<file path="src/rtl/cfg_strap_pkg.sv">
package cfg_strap_pkg;

    localparam int unsigned STRAP_W   = 8;
    localparam int unsigned B_ADDR    = 0;
    localparam int unsigned B_CPU1    = 1;
    localparam int unsigned B_CPU2    = 2;
    localparam int unsigned B_ONCE    = 3;
    localparam int unsigned B_UP8     = 4;
    localparam int unsigned B_XCVR    = 5;
    localparam int unsigned B_USB1    = 6;
    localparam int unsigned B_USB2    = 7;

    typedef enum logic [1:0] {
        CPU_X2     = 2'd0,
        CPU_X4     = 2'd1,
        CPU_X1     = 2'd2,
        CPU_BYPASS = 2'd3
    } cpu_mode_e;

    typedef enum logic [1:0] {
        USB_SYSCLK = 2'd0,
        USB_X4     = 2'd1,
        USB_X2     = 2'd2
    } usb_mode_e;

    typedef enum logic [1:0] {
        ST_HELD,
        ST_HOLD_WIN,
        ST_LOCKED,
        ST_WDT
    } seq_state_e;

    typedef struct packed {
        cpu_mode_e cpu;
        usb_mode_e usb;
        logic      usb_err;
        logic      ad_force;
        logic      up8;
        logic      xcvr_ext;
        logic      once;
    } strap_cfg_t;

    localparam strap_cfg_t CFG_DEFAULT = '{
        cpu:      CPU_X2,
        usb:      USB_SYSCLK,
        usb_err:  1'b0,
        ad_force: 1'b0,
        up8:      1'b0,
        xcvr_ext: 1'b0,
        once:     1'b0
    };

endpackage

</file>
<file path="src/rtl/cfg_strap_seq.sv">
module cfg_strap_seq
    import cfg_strap_pkg::*;
#(
    parameter int unsigned CAP_EDGE = 4
) (
    input  logic clk,
    input  logic ext_rst_req,
    input  logic wdt_rst_req,
    output logic capture_o,
    output logic frozen_o
);

    localparam int unsigned CNT_W = (CAP_EDGE > 2) ? $clog2(CAP_EDGE) : 1;
    localparam logic [CNT_W-1:0] CNT_LAST = CNT_W'(CAP_EDGE - 1);

    seq_state_e       state, state_nxt;
    logic [CNT_W-1:0] cnt, cnt_nxt;

    always_ff @(posedge clk) begin
        if (ext_rst_req) begin
            state <= ST_HELD;
            cnt   <= '0;
        end else begin
            state <= state_nxt;
            cnt   <= cnt_nxt;
        end
    end

    always_comb begin
        state_nxt = state;
        cnt_nxt   = cnt;
        unique case (state)
            ST_HELD: begin
                state_nxt = ST_HOLD_WIN;
                cnt_nxt   = CNT_W'(1);
            end
            ST_HOLD_WIN: begin
                if (cnt == CNT_LAST) begin
                    state_nxt = ST_LOCKED;
                    cnt_nxt   = '0;
                end else begin
                    cnt_nxt = cnt + CNT_W'(1);
                end
            end
            ST_LOCKED: begin
                if (wdt_rst_req) state_nxt = ST_WDT;
            end
            ST_WDT: begin
                if (!wdt_rst_req) state_nxt = ST_LOCKED;
            end
            default: state_nxt = ST_HELD;
        endcase
    end

    always_comb begin
        capture_o = 1'b0;
        frozen_o  = 1'b0;
        unique case (state)
            ST_HELD:     ;
            ST_HOLD_WIN: capture_o = (cnt == CNT_LAST);
            ST_LOCKED:   ;
            ST_WDT:      frozen_o = 1'b1;
            default:     ;
        endcase
    end

    AST_ONE_CAPTURE: assert property (@(posedge clk) disable iff (ext_rst_req)
        capture_o |=> !capture_o);
    AST_NO_CAPTURE_IN_WDT: assert property (@(posedge clk) disable iff (ext_rst_req)
        frozen_o |=> !capture_o);

endmodule

</file>
<file path="src/rtl/cfg_strap_decode.sv">
module cfg_strap_decode
    import cfg_strap_pkg::*;
(
    input  logic [STRAP_W-1:0] strap_n,
    output strap_cfg_t         cfg_o
);

    logic [1:0] cpu_pair, usb_pair;

    assign cpu_pair = {strap_n[B_CPU1], strap_n[B_CPU2]};
    assign usb_pair = {strap_n[B_USB1], strap_n[B_USB2]};

    always_comb begin
        cfg_o = CFG_DEFAULT;
        unique case (cpu_pair)
            2'b11: cfg_o.cpu = CPU_X2;
            2'b10: cfg_o.cpu = CPU_X4;
            2'b01: cfg_o.cpu = CPU_X1;
            2'b00: cfg_o.cpu = CPU_BYPASS;
            default: cfg_o.cpu = CPU_X2;
        endcase
        unique case (usb_pair)
            2'b11: cfg_o.usb = USB_SYSCLK;
            2'b10: cfg_o.usb = USB_X4;
            2'b01: cfg_o.usb = USB_X2;
            2'b00: begin
                cfg_o.usb     = USB_SYSCLK;
                cfg_o.usb_err = 1'b1;
            end
            default: cfg_o.usb = USB_SYSCLK;
        endcase
        cfg_o.ad_force = !strap_n[B_ADDR];
        cfg_o.up8      = !strap_n[B_UP8];
        cfg_o.xcvr_ext = !strap_n[B_XCVR];
        cfg_o.once     = !strap_n[B_ONCE];
    end

endmodule

</file>
<file path="src/rtl/cfg_strap_hold.sv">
module cfg_strap_hold
    import cfg_strap_pkg::*;
(
    input  logic       clk,
    input  logic       ext_rst_req,
    input  logic       capture_i,
    input  logic       frozen_i,
    input  strap_cfg_t cfg_i,
    output strap_cfg_t cfg_q,
    output logic       valid_q
);

    always_ff @(posedge clk) begin
        if (ext_rst_req) begin
            cfg_q   <= CFG_DEFAULT;
            valid_q <= 1'b0;
        end else begin
            valid_q <= capture_i;
            if (capture_i) cfg_q <= cfg_i;
        end
    end

    AST_HOLD_WITHOUT_CAPTURE: assert property (@(posedge clk) disable iff (ext_rst_req)
        !capture_i |=> $stable(cfg_q));
    AST_FROZEN_STABLE: assert property (@(posedge clk) disable iff (ext_rst_req)
        frozen_i |=> ($stable(cfg_q) && !valid_q));
    AST_VALID_PULSE: assert property (@(posedge clk) disable iff (ext_rst_req)
        valid_q |=> !valid_q);
    AST_ONCE_STICKY: assert property (@(posedge clk) disable iff (ext_rst_req)
        cfg_q.once |=> cfg_q.once);

endmodule

</file>
<file path="src/rtl/cfg_strap_latch.sv">
module cfg_strap_latch
    import cfg_strap_pkg::*;
#(
    parameter int unsigned CAP_EDGE = 4
) (
    input  logic               clk,
    input  logic               ext_rst_req,
    input  logic               wdt_rst_req,
    input  logic [STRAP_W-1:0] strap_n,
    input  logic               sw_da,
    output logic [1:0]         cpu_pll_mode,
    output logic [1:0]         usb_clk_mode,
    output logic               usb_cfg_err,
    output logic               ad_carries_addr,
    output logic               upper_8bit,
    output logic               ext_xcvr_en,
    output logic               once_tristate,
    output logic               cfg_valid
);

    logic       capture, frozen;
    strap_cfg_t cfg_dec, cfg_q;

    cfg_strap_seq #(.CAP_EDGE(CAP_EDGE)) u_seq (
        .clk        (clk),
        .ext_rst_req(ext_rst_req),
        .wdt_rst_req(wdt_rst_req),
        .capture_o  (capture),
        .frozen_o   (frozen)
    );

    cfg_strap_decode u_dec (
        .strap_n(strap_n),
        .cfg_o  (cfg_dec)
    );

    cfg_strap_hold u_hold (
        .clk        (clk),
        .ext_rst_req(ext_rst_req),
        .capture_i  (capture),
        .frozen_i   (frozen),
        .cfg_i      (cfg_dec),
        .cfg_q      (cfg_q),
        .valid_q    (cfg_valid)
    );

    assign cpu_pll_mode    = cfg_q.cpu;
    assign usb_clk_mode    = cfg_q.usb;
    assign usb_cfg_err     = cfg_q.usb_err;
    assign upper_8bit      = cfg_q.up8;
    assign ext_xcvr_en     = cfg_q.xcvr_ext;
    assign once_tristate   = cfg_q.once;
    assign ad_carries_addr = cfg_q.ad_force | !sw_da;

    AST_ERR_FALLBACK: assert property (@(posedge clk) disable iff (ext_rst_req)
        usb_cfg_err |-> (usb_clk_mode == 2'd0));
    AST_WDT_NO_VALID: assert property (@(posedge clk) disable iff (ext_rst_req)
        (wdt_rst_req && !cfg_valid && $stable(cpu_pll_mode) && frozen) |=> !cfg_valid);

endmodule

</file>
<file path="config.mk">
export PLATFORM = sky130hd
export DESIGN_NAME = cfg_strap_latch
export DESIGN_NICKNAME = d
export VERILOG_FILES = /design/src/rtl/cfg_strap_pkg.sv /design/src/rtl/cfg_strap_seq.sv /design/src/rtl/cfg_strap_decode.sv /design/src/rtl/cfg_strap_hold.sv /design/src/rtl/cfg_strap_latch.sv
export SDC_FILE = /design/constraint.sdc
export NUM_CORES = 1
export LEC_CHECK = 0
export BUFFER_PORTS_ARGS = -buffer_cell sky130_fd_sc_hd__buf_4
export CELL_PAD_IN_SITES_DETAIL_PLACEMENT = 0
export CELL_PAD_IN_SITES_GLOBAL_PLACEMENT = 1
export CORE_AREA = 2 2 47 49
export DETAILED_ROUTE_END_ITERATION = 7
export DIE_AREA = 0 0 49 51
export PLACE_DENSITY = 0.81
export SLEW_MARGIN = 20
export SYNTH_ARGS = -nofsm -noshare
export SYNTH_HDL_FRONTEND = slang
export SYNTH_HIERARCHICAL = 1
export SYNTH_SLANG_ARGS = --single-unit
</file>
<file path="constraint.sdc">
create_clock -name clk -period 1.1 [get_ports clk]
set_input_delay 0.11 -clock clk [delete_from_list [all_inputs] [get_ports clk]]
set_output_delay 0.11 -clock clk [all_outputs]
set_load 0.005 [all_outputs]
</file>
# Word level (Yosys, flattened, before mapping)
# Cells that the tools add are included.
[word_totals] input_bits=12 reg_bits=14 wordCells=46 output_inout_bits=10
[op_classes] n_eq_ne=13 n_addsub=1 n_bitwise=1 muxes=10 reduce_logical=11
[op_table] operator="2-bit one-hot mux with 4 select lines" count=2
[op_table] operator="2-bit == test (second input constant)" count=7
[op_table] operator="2-bit 2-to-1 mux" count=4
[op_table] operator="2-bit by 1-bit == test with 1-bit output (second input constant)" count=3
[op_table] operator="2-bit logical NOT" count=3
[op_table] operator="2-bit one-hot mux with 3 select lines" count=1
[op_table] operator="1-bit logical NOT" count=5
[op_table] operator="2-bit != test (second input constant)" count=2
[op_table] operator="2-bit one-hot mux with 2 select lines" count=1
[op_table] operator="3-bit AND reduction" count=1
[op_table] operator="2-bit by 1-bit adder with 2-bit output (second input constant)" count=1
[op_table] operator="1-bit 2-to-1 mux" count=2
[op_table] operator="2-bit by 1-bit != test with 1-bit output (second input constant)" count=1
[op_table] operator="2-bit nonzero test" count=1
[op_table] operator="2-bit OR reduction" count=1
[op_table] operator="1-bit OR" count=1

# Longest topological paths before layout
# Gate-level depths: netlist (run 1).
[logic_depth] ltp_word=3 mapped_depth=5 ltp_nobuf=4

# Hierarchy
# Netlist (run 1), hierarchy kept.
[modules_own_cells] module="cfg_strap_hold" area_per_inst_um2=346.6 cells_each=31 n_inst=1 seq_area_each_um2=200.2
[modules_own_cells] module="cfg_strap_seq" area_per_inst_um2=177.7 cells_each=18 n_inst=1 seq_area_each_um2=80.1
[modules_own_cells] module="cfg_strap_decode" area_per_inst_um2=41.3 cells_each=9 n_inst=1 seq_area_each_um2=0.0
[modules_own_cells] module="cfg_strap_latch" area_per_inst_um2=6.3 cells_each=1 n_inst=1 seq_area_each_um2=0.0

# Worst setup path before layout (run 1)
# No wires, ideal clock.
[synth_path] path_type="reg2reg" start="register u_seq.cnt[0]" end="register u_hold/cfg_q[0] (netlist name)" path_slack_ps=-82 setup_time_ps=118 path_buffers=1 required_time_ps=982 synth_period_minus_slack_ps=1182 stages_incl_launch_ff=6 arrival_time_ps=1064 cell_sequence="dfxtp_1 ha_1 and3b_1 buf_6 mux2i_1 nor2_1"
[synth_via] elab_chain_len=2
[synth_lines] element="start: declaration" line="cfg_strap_seq.sv:17" text="logic [CNT_W-1:0] cnt, cnt_nxt;"
[synth_lines] element="start signal: assignment" line="cfg_strap_seq.sv:25" text="cnt <= cnt_nxt;"
[synth_lines] element="2-bit == test" line="cfg_strap_seq.sv:60" text="ST_HOLD_WIN: capture_o = (cnt == CNT_LAST);"
[synth_lines] element="1-bit 2-to-1 mux" line="cfg_strap_seq.sv:58" text="unique case (state)"
[synth_lines] element="via capture" line="cfg_strap_latch.sv:21" text="logic capture, frozen;"
# The timed path passes the listed nets, and every way through them passes these cells.
# A chain may end at the register's enable or synchronous reset.

# Worst setup path in the final report (run 1)
[layout_path] start="register u_seq.cnt[1]" end="register u_hold/cfg_q[7] (netlist name)"
[layout_via] elab_chain_len=2
[layout_lines] element="2-bit == test" line="cfg_strap_seq.sv:60"
[layout_lines] element="1-bit 2-to-1 mux" line="cfg_strap_seq.sv:58"
[layout_lines] element="via capture" line="cfg_strap_latch.sv:21"
# The timed path passes the listed nets, and every way through them passes these cells.

==> summary.md, run 1 <==
| Metric | Value |
|---|---|
| Reg-to-reg slack, setup | `-0.12 ns` |
| Setup Viol. Count Final | `12` |
| Status | `complete, but fails checks` |
| CTS Buffer Depth | `2` |
| Pwr Total | `0.00100 W` |
| Clk slew on worst S/H paths | `0.08 ns` |
| Worst-Margin Slew | `0.176 ns` |
| DR vias | `476` |
| Avg Cell Area, Syn | `9.73 sq um` |
| Final hold vios | `0` |
| Max VDD drop | `0.920 mV` |
| CP Capture Type | `flop` |
| Critical path fanouts, max | `5` |
| Fill cells | `211` |
| CTS Hold Bufs | `0` |
| CP max-delay cell | `dfxtp_2` |
| Initial antenna violation count | `0` |
| WS Path Type | `reg2reg` |
| DR WL/cell | `9.12 microns` |
| RSZ-0062 raised after global routing | `yes` |
| Lkg Pwr | `0.403 nW` |
| Synth Net Count | `71` |
| Max Clock Freq | `0.819 GHz` |
| Fin crit period | `1.22 ns` |
| Fin. max-slew vios | `0` |
| Worst path buffer plus inverter count | `1` |
| Remaining DRCs | `0` |
| Die Ht | `51 microns` |
| Floorplan core area | `2060 sq um` |
| Overflow after GRT | `0` |
| CP arrival | `1.39 ns` |
| DP Wirelength | `771 microns` |
| Area of the multi-input gates | `259 sq um` |
| Die area | `2500 sq um` |
| CTS tree | `built` |
| Synth-to-Final Area Change | `55.9%` |
| Nets | `102` |
| Worst skew pair latency | `0.28 ns` |
| Pwr dens | `1140 nW/um^2` |
| Register area | `283 sq um` |
| TritonCTS Buffers | `3` |
| H-tree depth | `1` |
| Dpl cell area | `788 sq um` |
| Via/cell ratio | `4.10` |
| Slew margin rel. | `0.882` |
| Synth Instances | `58` |
| First-pass GRT wire length | `1690 microns` |
| Delay-heaviest family, CP | `flip-flops` |
| Final GP Congestion | `0.583` |
| Hold slack | `0.0956 ns` |
| Gr usage total | `0.0907` |
| Worst hold path type | `in2reg` |
| TritonCTS Sinks | `14` |
| DRT Pass-1 Iters | `2` |
| Data required, critical path | `1.27 ns` |
| FP Rows | `17` |
| Largest net degree at the start of global routing | `15` |
| Max Cap Viol | `0` |
| Worst setup margin | `-0.120 ns` |
| Ports | `22` |
| Share of layout cells above drive strength 1 | `0.455` |
| Port Buffer Count | `21` |
| Fin crit share | `1.11` |
| Failing checks | `setup timing` |
| Detailed Route Iter0 Violations | `2` |
| Worst path max stage delay | `0.36 ns` |
| Ys Warns | `6` |
| Post-route cell area | `880 sq um` |
| Drt total wl | `1060 microns` |
| Vias in the first global route | `393` |
| CTS Root Cell | `clkbuf_4` |
| Mapped cell area | `564 sq um` |
| Clock Skew | `0.00189 ns` |
| Startpoint Class | `flop` |
| Die X | `49 microns` |
| Final ANT Viol Nets | `0` |
| Starting Density | `0.273` |
| CP Cell Sequence | `ha_4, and3b_2, clkbuf_16, mux2i_1, nor2_1` |
| Diode count | `0` |
flip-flops by register name (all words and copies together), names as in the netlist:
| register | cells |
|---|---|
| u_hold/valid_q | 1 |
| u_seq/cnt | 2 |
| u_seq/state | 2 |
| u_hold/cfg_q | 9 |
report_power, final:
part | leakage [nW] | switching [W] | internal [W]
logic | 0.267 | 0.0000387 | 0.0000678
registers | 0.114 | 0.00000922 | 0.000520
clock network | 0.0210 | 0.000163 | 0.000201
total | 0.403 | 0.000210 | 0.000790
metal layers:
| layer | global-route usage | vias up | share of wire |
|---|---|---|---|
| met5 | 0 | - | 0 |
| met4 | 0.0143 | 0 | 0 |
| met3 | 0.0556 | 0 | 0.089 |
| met2 | 0.139 | 14 | 0.48 |
| met1 | 0.110 | 214 | 0.43 |
| li1 | - | 248 | - |
per-stage QoR:
step,util,setup WS (ns),TNS (ns),instances
global route,0.426,-0.176,-1.64,116
CTS,0.405,-0.0965,-0.692,113
global placement,0.382,-0.0642,-0.515,109
detailed placement,0.382,-0.127,-0.897,109
floorplan,-,-0.0663,-0.597,58
finish,0.426,-0.120,-1.03,116
layout by cell type, fill, tap and decap left out:
master     count
and3b_2        1
mux2i_1        8
nand2_1        1
o211a_1        1
ha_4           1
clkbuf_4       3
a21oi_1        2
dfxtp_2        2
mux2i_2        1
buf_4         26
nand3b_1       1
and2b_2        1
clkbuf_16      1
nor2_1        11
nor2b_1        2
clkbuf_8       1
nor2b_2        1
inv_1          7
nand2b_1       2
dfxtp_1       12
nor3_2         1
buf_12         1
o21ai_0        1
worst paths after layout:
kind                                                start                           end  cells past startpoint
worst max-delay path            u_seq/cnt[1]$_SDFFE_PP0P_  u_hold/cfg_q[7]$_SDFFE_PP0P_                      5
worst max register to register  u_seq/cnt[1]$_SDFFE_PP0P_  u_hold/cfg_q[7]$_SDFFE_PP0P_                      5
worst min register to register  u_seq/cnt[1]$_SDFFE_PP0P_     u_seq/cnt[1]$_SDFFE_PP0P_                      2
worst min-delay path                          ext_rst_req     u_seq/cnt[1]$_SDFFE_PP0P_                      2
area by class of cell:
cell class / count / area share
tap: 28 / 0.0398
inverter: 7 / 0.0299
clock buffer: 4 / 0.0413
multi-input combinational: 35 / 0.294
sequential: 14 / 0.321
timing repair buffer: 28 / 0.273
what timing repair did:
action,in CTS,in global routing
resized for setup,2,1
endpoints found under the setup margin,9,10
cloned,0,1
pin swaps,0,1
buffers inserted,0,2
hold endpoints to repair,0,0
(Power assumes the default switching activity.)
==> inputs of run 2 (changes only) <==
--- a/config.mk
+++ b/config.mk
@@ -7,4 +7,5 @@
 export LEC_CHECK = 0
 export BUFFER_PORTS_ARGS = -buffer_cell sky130_fd_sc_hd__buf_4
+export CAP_MARGIN = 20
 export CELL_PAD_IN_SITES_DETAIL_PLACEMENT = 0
 export CELL_PAD_IN_SITES_GLOBAL_PLACEMENT = 1
@@ -13,4 +14,5 @@
 export DIE_AREA = 0 0 49 51
 export PLACE_DENSITY = 0.81
+export RECOVER_POWER = 50
 export SLEW_MARGIN = 20
 export SYNTH_ARGS = -nofsm -noshare
==> constraint.sdc (replaced) <==
create_clock -name clk -period 1.1 [get_ports clk]
set_input_delay 0.055 -clock clk [delete_from_list [all_inputs] [get_ports clk]]
set_output_delay 0.055 -clock clk [all_outputs]
set_load 0.005 [all_outputs]
==> run 2 against run 1 <==
  * The run still ends with setup timing left
  * Die area is the same
  * Sequential power about the same
  * Critical path depth did not move
  * Cell area unchanged
  * Worst setup slack about the same
  * Sequential cell count is the same
  * Clock-buffer cell count stayed put
  * Combinational power about the same
  * Clock skew decreased by 0.00055 ns
  * First-iteration DRC count unchanged
  * Global-route usage stayed put
  * Critical endpoint unchanged
  * Largest power group unchanged
==> summary.md, run 2 (same netlist as run 1, synthesis figures left out) <==
| Metric | Value |
|---|---|
| Remaining DRCs | `0` |
| Largest Register | `u_hold/cfg_q` |
| Grt met1 use | `0.110` |
| GR Util met3 | `0.0556` |
| CTS Buffer Depth | `2` |
| Dpl ws | `-0.127 ns` |
| Worst setup margin | `-0.120 ns` |
| DR vias | `472` |
| HP Start | `ext_rst_req` |
| CP arrival | `1.39 ns` |
| Failing checks | `setup timing` |
| Max Cap Viol | `0` |
| CTS Hold Bufs | `0` |
| Fin crit period | `1.22 ns` |
| Overflow after GRT | `0` |
| Initial antenna violation count | `0` |
| Vias in the first global route | `393` |
| Detailed Route Iter0 Violations | `2` |
| Ports | `22` |
| DRT Pass-1 Iters | `2` |
| Die Ht | `51 microns` |
| H-tree depth | `1` |
| First-pass GRT wire length | `1690 microns` |
| Gr usage total | `0.0907` |
| Lkg Pwr | `0.399 nW` |
| RSZ-0062 raised after global routing | `yes` |
| Die X | `49 microns` |
| Starting Density | `0.273` |
| DP Wirelength | `771 microns` |
| GRT met2 Usage | `0.139` |
| DR WL/cell | `9.06 microns` |
| Critical path fanouts, max | `5` |
| Worst skew pair latency | `0.28 ns` |
| Share of layout cells above drive strength 1 | `0.455` |
| Worst r2r src | `u_seq/cnt[1]$_SDFFE_PP0P_` |
| Regs by FF count | `u_hold/cfg_q (9), u_seq/cnt (2), u_seq/state (2)` |
| Largest register FFs | `9` |
| Largest net degree at the start of global routing | `15` |
| Pwr Total | `0.000999 W` |
| Post-route cell area | `880 sq um` |
| Clk slew on worst S/H paths | `0.08 ns` |
| CP max-delay cell | `dfxtp_2` |
| Max Clock Freq | `0.820 GHz` |
| Worst path max stage delay | `0.36 ns` |
| Die area | `2500 sq um` |
| CP Capture Type | `flop` |
| Worst-Margin Slew | `0.176 ns` |
| Worst hold stages | `2` |
| Clock Skew | `0.00133 ns` |
| Via/cell ratio | `4.07` |
| Status | `complete, but fails checks` |
| Slew margin rel. | `0.882` |
| Commonest non-fill, non-tap cell in the layout | `buf_4` |
| Final hold vios | `0` |
| Port Buffer Count | `21` |
| Hold slack | `0.0399 ns` |
| Final GP Congestion | `0.583` |
| Final Util | `0.426` |
| TritonCTS Sinks | `14` |
| Reg-to-reg slack, setup | `-0.12 ns` |
| CTS Root Cell | `clkbuf_4` |
| Nets | `102` |
| Drt total wl | `1050 microns` |
| FP Rows | `17` |
| R2R cell count | `5` |
| Final ANT Viol Nets | `0` |
| TritonCTS Buffers | `3` |
| Max VDD drop | `0.919 mV` |
| Data required, critical path | `1.27 ns` |
| CP Cell Sequence | `ha_4, and3b_2, clkbuf_16, mux2i_1, nor2_1` |
| Fin crit share | `1.11` |
| WS Path Type | `reg2reg` |
| Fin. max-slew vios | `0` |
| Pwr dens | `1140 nW/um^2` |
| Startpoint Class | `flop` |
| Synth-to-Final Area Change | `55.9%` |
| Worst hold path type | `in2reg` |
| Commonest cells after routing, fill and taps aside | `20 x buf_4, 12 x dfxtp_1, 11 x nor2_1, 9 x clkbuf_4, 8 x mux2i_1` |
| Setup Viol. Count Final | `12` |
| Floorplan core area | `2060 sq um` |
| Hold Path End | `u_seq/cnt[1]$_SDFFE_PP0P_` |
| Diode count | `0` |
| CTS tree | `built` |
| Worst reg2reg endpoint | `u_hold/cfg_q[7]$_SDFFE_PP0P_` |
| Dpl cell area | `788 sq um` |
| GR peak layer | `met2` |
## run 2: cell type report
cell class | instances | area (sq um)
well taps | 28 | 35.0
inverters | 7 | 26.3
fillers | 211 | 1180
multi-input cells | 35 | 259
clock buffers | 4 | 36.3
flip-flops and latches | 14 | 283
repair buffers | 28 | 240
## run 2: how the worst max path moves through the flow
stage,from,to,depth (start not counted)
floorplan,u_seq/cnt[1]$_SDFFE_PP0P_,u_hold/cfg_q[0]$_SDFFE_PP0P_,5
CTS,u_seq/cnt[1]$_SDFFE_PP0P_,u_hold/cfg_q[3]$_SDFFE_PP0P_,5
finish,u_seq/cnt[1]$_SDFFE_PP0P_,u_hold/cfg_q[7]$_SDFFE_PP0P_,5
global placement,u_seq/cnt[1]$_SDFFE_PP0P_,u_hold/cfg_q[4]$_SDFFE_PP0P_,5
detailed placement,u_seq/cnt[0]$_SDFFE_PP0P_,u_hold/cfg_q[3]$_SDFFE_PP0P_,5
global route,u_seq/cnt[0]$_SDFFE_PP0P_,u_hold/cfg_q[3]$_SDFFE_PP0P_,5
## run 2: critical path, delay by kind of cell, from the launching register on
kind / cells / cell delay (ns)
muxes: 1 / 0.18
buffers and inverters: 1 / 0.16
and+or+nand+nor: 2 / 0.28
adders and majority gates: 1 / 0.13
DFF: 1 / 0.36
## run 2: repair_timing
item                                   4_1_cts  5_1_grt
endpoints found under the hold margin        0        0
gates cloned                                 0        1
gates resized for setup                      2        1
pin swaps                                    0        1
setup endpoints to repair                    9       10
setup buffers                                0        2
## run 2: power by group
group / internal, W / leakage (nW) / total (W) / switching [W]
clock: 0.000201 / 0.0210 / 0.000363 / 0.000162
sequential: 0.000520 / 0.114 / 0.000530 / 0.00000916
combinational: 0.0000677 / 0.264 / 0.000106 / 0.0000386
## run 2: through the flow
step                instances  setup TNS (ns)
detailed placement        109          -0.897
global route              116           -1.64
floorplan                  58          -0.597
global placement          109          -0.515
finish                    116           -1.03
CTS                       113          -0.692
## run 2: metal layers
layer	vias up	part of all wire	routed length [microns]
met1	210	0.43	454
met4	0	0	0
met2	14	0.48	503
met5	-	0	0
met3	0	0.088	93
li1	248	-	-
==> inputs of run 3 (changes only) <==
==> constraint.sdc (replaced) <==
create_clock -name clk -period 1.1 [get_ports clk]
set_input_delay 0.055 -clock clk [delete_from_list [all_inputs] [get_ports clk]]
set_output_delay 0.055 -clock clk [all_outputs]
set_load 0.01 [all_outputs]
==> run 3 against run 2 <==
  * Sequential share of layout area grew 0.84 points
  * Fmax is essentially flat
  * Critical path depth is the same
  * Combinational power is essentially flat
  * Hold slack gained 0.00073 ns
  * The flow still finishes with violations (setup timing)
  * Sequential cell count is the same
  * Via count grew 0.85%
  * Register-to-register slack is essentially flat
  * Clock skew grew 0.00068 ns
==> summary.md, run 3 (same netlist as run 1, synthesis figures left out) <==
| Metric | Value |
|---|---|
| TritonCTS Buffers | `3` |
| Logic pwr share | `0.107` |
| CTS Hold Bufs | `0` |
| Die Ht | `51 microns` |
| Port Buffer Count | `21` |
| Max Cap Viol | `0` |
| Final ANT Viol Nets | `0` |
| HP Start | `ext_rst_req` |
| Nets | `102` |
| Remaining DRCs | `0` |
| Via/cell ratio | `4.10` |
| Clk slew on worst S/H paths | `0.08 ns` |
| WS Path Type | `reg2reg` |
| DR vias | `476` |
| Vias in the first global route | `393` |
| Largest net degree at the start of global routing | `15` |
| Reg-to-reg slack, setup | `-0.12 ns` |
| Critical path fanouts, max | `5` |
| Final GP Congestion | `0.583` |
| Largest Register | `u_hold/cfg_q` |
| Synth-to-Final Area Change | `51.9%` |
| Startpoint Class | `flop` |
| DRT Pass-1 Iters | `2` |
| CP Cell Sequence | `ha_4, and3b_2, clkbuf_16, mux2i_1, nor2_1` |
| R2R cell count | `5` |
| Slew margin rel. | `0.882` |
| Fin Setup TNS | `-1.03 ns` |
| Die X | `49 microns` |
| Data required, critical path | `1.27 ns` |
| H-tree depth | `1` |
| DP Wirelength | `771 microns` |
| Max Clock Freq | `0.819 GHz` |
| CP max-delay cell | `dfxtp_2` |
| DR WL/cell | `9.06 microns` |
| Hold Path End | `u_seq/cnt[1]$_SDFFE_PP0P_` |
| Dpl ws | `-0.127 ns` |
| Regs by FF count | `u_hold/cfg_q (9), u_seq/cnt (2), u_seq/state (2)` |
| RSZ-0062 raised after global routing | `yes` |
| FP Rows | `17` |
| Seq pwr share | `0.529` |
| Final hold vios | `0` |
| Failing checks | `setup timing` |
| Worst reg2reg endpoint | `u_hold/cfg_q[7]$_SDFFE_PP0P_` |
| TritonCTS Sinks | `14` |
| Setup Viol. Count Final | `12` |
| Clk pwr share | `0.364` |
| Worst setup margin | `-0.120 ns` |
| Fin. max-slew vios | `0` |
| Drt total wl | `1050 microns` |
| Worst-Margin Slew | `0.176 ns` |
| Commonest non-fill, non-tap cell in the layout | `buf_4` |
| Status | `complete, but fails checks` |
| Worst path max stage delay | `0.36 ns` |
| Fin crit period | `1.22 ns` |
| Sw Pwr | `0.000213 W` |
| Overflow after GRT | `0` |
| Starting Density | `0.273` |
| Largest register FFs | `9` |
| CP arrival | `1.39 ns` |
| CTS tree | `built` |
| Floorplan core area | `2060 sq um` |
| CP Capture Type | `flop` |
| Worst r2r src | `u_seq/cnt[1]$_SDFFE_PP0P_` |
| Share of layout cells above drive strength 1 | `0.386` |
| Detailed Route Iter0 Violations | `1` |
| Ports | `22` |
| Pint | `0.000788 W` |
| Sw Ratio | `0.212` |
| CTS Root Cell | `clkbuf_4` |
| CTS Buffer Depth | `2` |
| Diode count | `0` |
| Lkg Pwr | `0.377 nW` |
| Max VDD drop | `0.921 mV` |
| Commonest cells after routing, fill and taps aside | `20 x buf_4, 12 x dfxtp_1, 11 x nor2_1, 8 x mux2i_1, 7 x inv_1` |
| Clock Skew | `0.00201 ns` |
| First-pass GRT wire length | `1690 microns` |
| Initial antenna violation count | `0` |
| Worst hold path type | `in2reg` |
| Worst hold stages | `2` |
| Fin crit share | `1.11` |
| Pwr dens | `1170 nW/um^2` |
| Gr usage total | `0.0907` |
| Die area | `2500 sq um` |
| Worst skew pair latency | `0.28 ns` |
[run 3: changes by cell type in the layout (fill, tap and decap cells not counted)]
cell,before,now
clkbuf_1,0,6
clkbuf_4,9,3
[run 3: repair_timing]
action / 4_1_cts / 5_1_grt
setup endpoints to repair: 9 / 10
gates cloned: 0 / 1
resized for setup: 2 / 1
pin swaps: 0 / 1
buffers inserted: 0 / 2
[run 3: area by class of cell]
| cell class | instances | area (sq um) |
|---|---|---|
| Clock buffer | 4 | 36.3 |
| Fill cell | 217 | 1210 |
| Inverter | 7 | 26.3 |
| Multi-Input combinational cell | 35 | 259 |
| Sequential cell | 14 | 283 |
| Tap cell | 28 | 35.0 |
| Timing Repair Buffer | 28 | 218 |
[run 3: stage by stage]
step                      cells   util  instance area (sq um)  hold WS (ns)  total power, W
after floorplan              58      -                    569         0.117        0.000583
after global placement      109  0.382                    788         0.300        0.000637
after detailed placement    109  0.382                    788         0.313        0.000640
after CTS                   113  0.405                    836       0.00232         0.00101
after global routing        116  0.415                    857        0.0502         0.00105
final                       116  0.415                    857        0.0406         0.00100
[run 3: per-layer routing]
| layer | GRT usage | wire (microns) | vias to the layer above |
|---|---|---|---|
| li1 | - | - | 248 |
| met1 | 0.110 | 450 | 214 |
| met2 | 0.139 | 505 | 14 |
| met3 | 0.0556 | 96 | 0 |
| met4 | 0.0143 | 0 | 0 |
| met5 | 0 | 0 | - |
[run 3: power by group through the flow]
stage               clock network, W  registers, W   logic, W
global route                0.000397      0.000531   0.000120
CTS                         0.000378      0.000530   0.000103
global placement                   0      0.000538  0.0000989
floorplan                          0      0.000541  0.0000429
finish                      0.000364      0.000530   0.000107
detailed placement                 0      0.000539   0.000101
[run 3: how the worst max path moves through the flow]
stage	endpoint	slack [ns]	startpoint	depth (start not counted)
6_report	u_hold/cfg_q[7]$_SDFFE_PP0P_	-0.12	u_seq/cnt[1]$_SDFFE_PP0P_	5
5_1_grt	u_hold/cfg_q[3]$_SDFFE_PP0P_	-0.18	u_seq/cnt[0]$_SDFFE_PP0P_	5
4_1_cts	u_hold/cfg_q[3]$_SDFFE_PP0P_	-0.1	u_seq/cnt[1]$_SDFFE_PP0P_	5
3_5_place_dp	u_hold/cfg_q[3]$_SDFFE_PP0P_	-0.13	u_seq/cnt[0]$_SDFFE_PP0P_	5
3_3_place_gp	u_hold/cfg_q[4]$_SDFFE_PP0P_	-0.06	u_seq/cnt[1]$_SDFFE_PP0P_	5
2_1_floorplan	u_hold/cfg_q[0]$_SDFFE_PP0P_	-0.07	u_seq/cnt[1]$_SDFFE_PP0P_	5
[run 3: worst max-delay path: cells and delay by family (launching register included)]
kind | cells | cell delay [ns]
flops | 1 | 0.36
simple gates | 2 | 0.28
mux | 1 | 0.18
buf+inv | 1 | 0.16
fa+ha+maj | 1 | 0.13
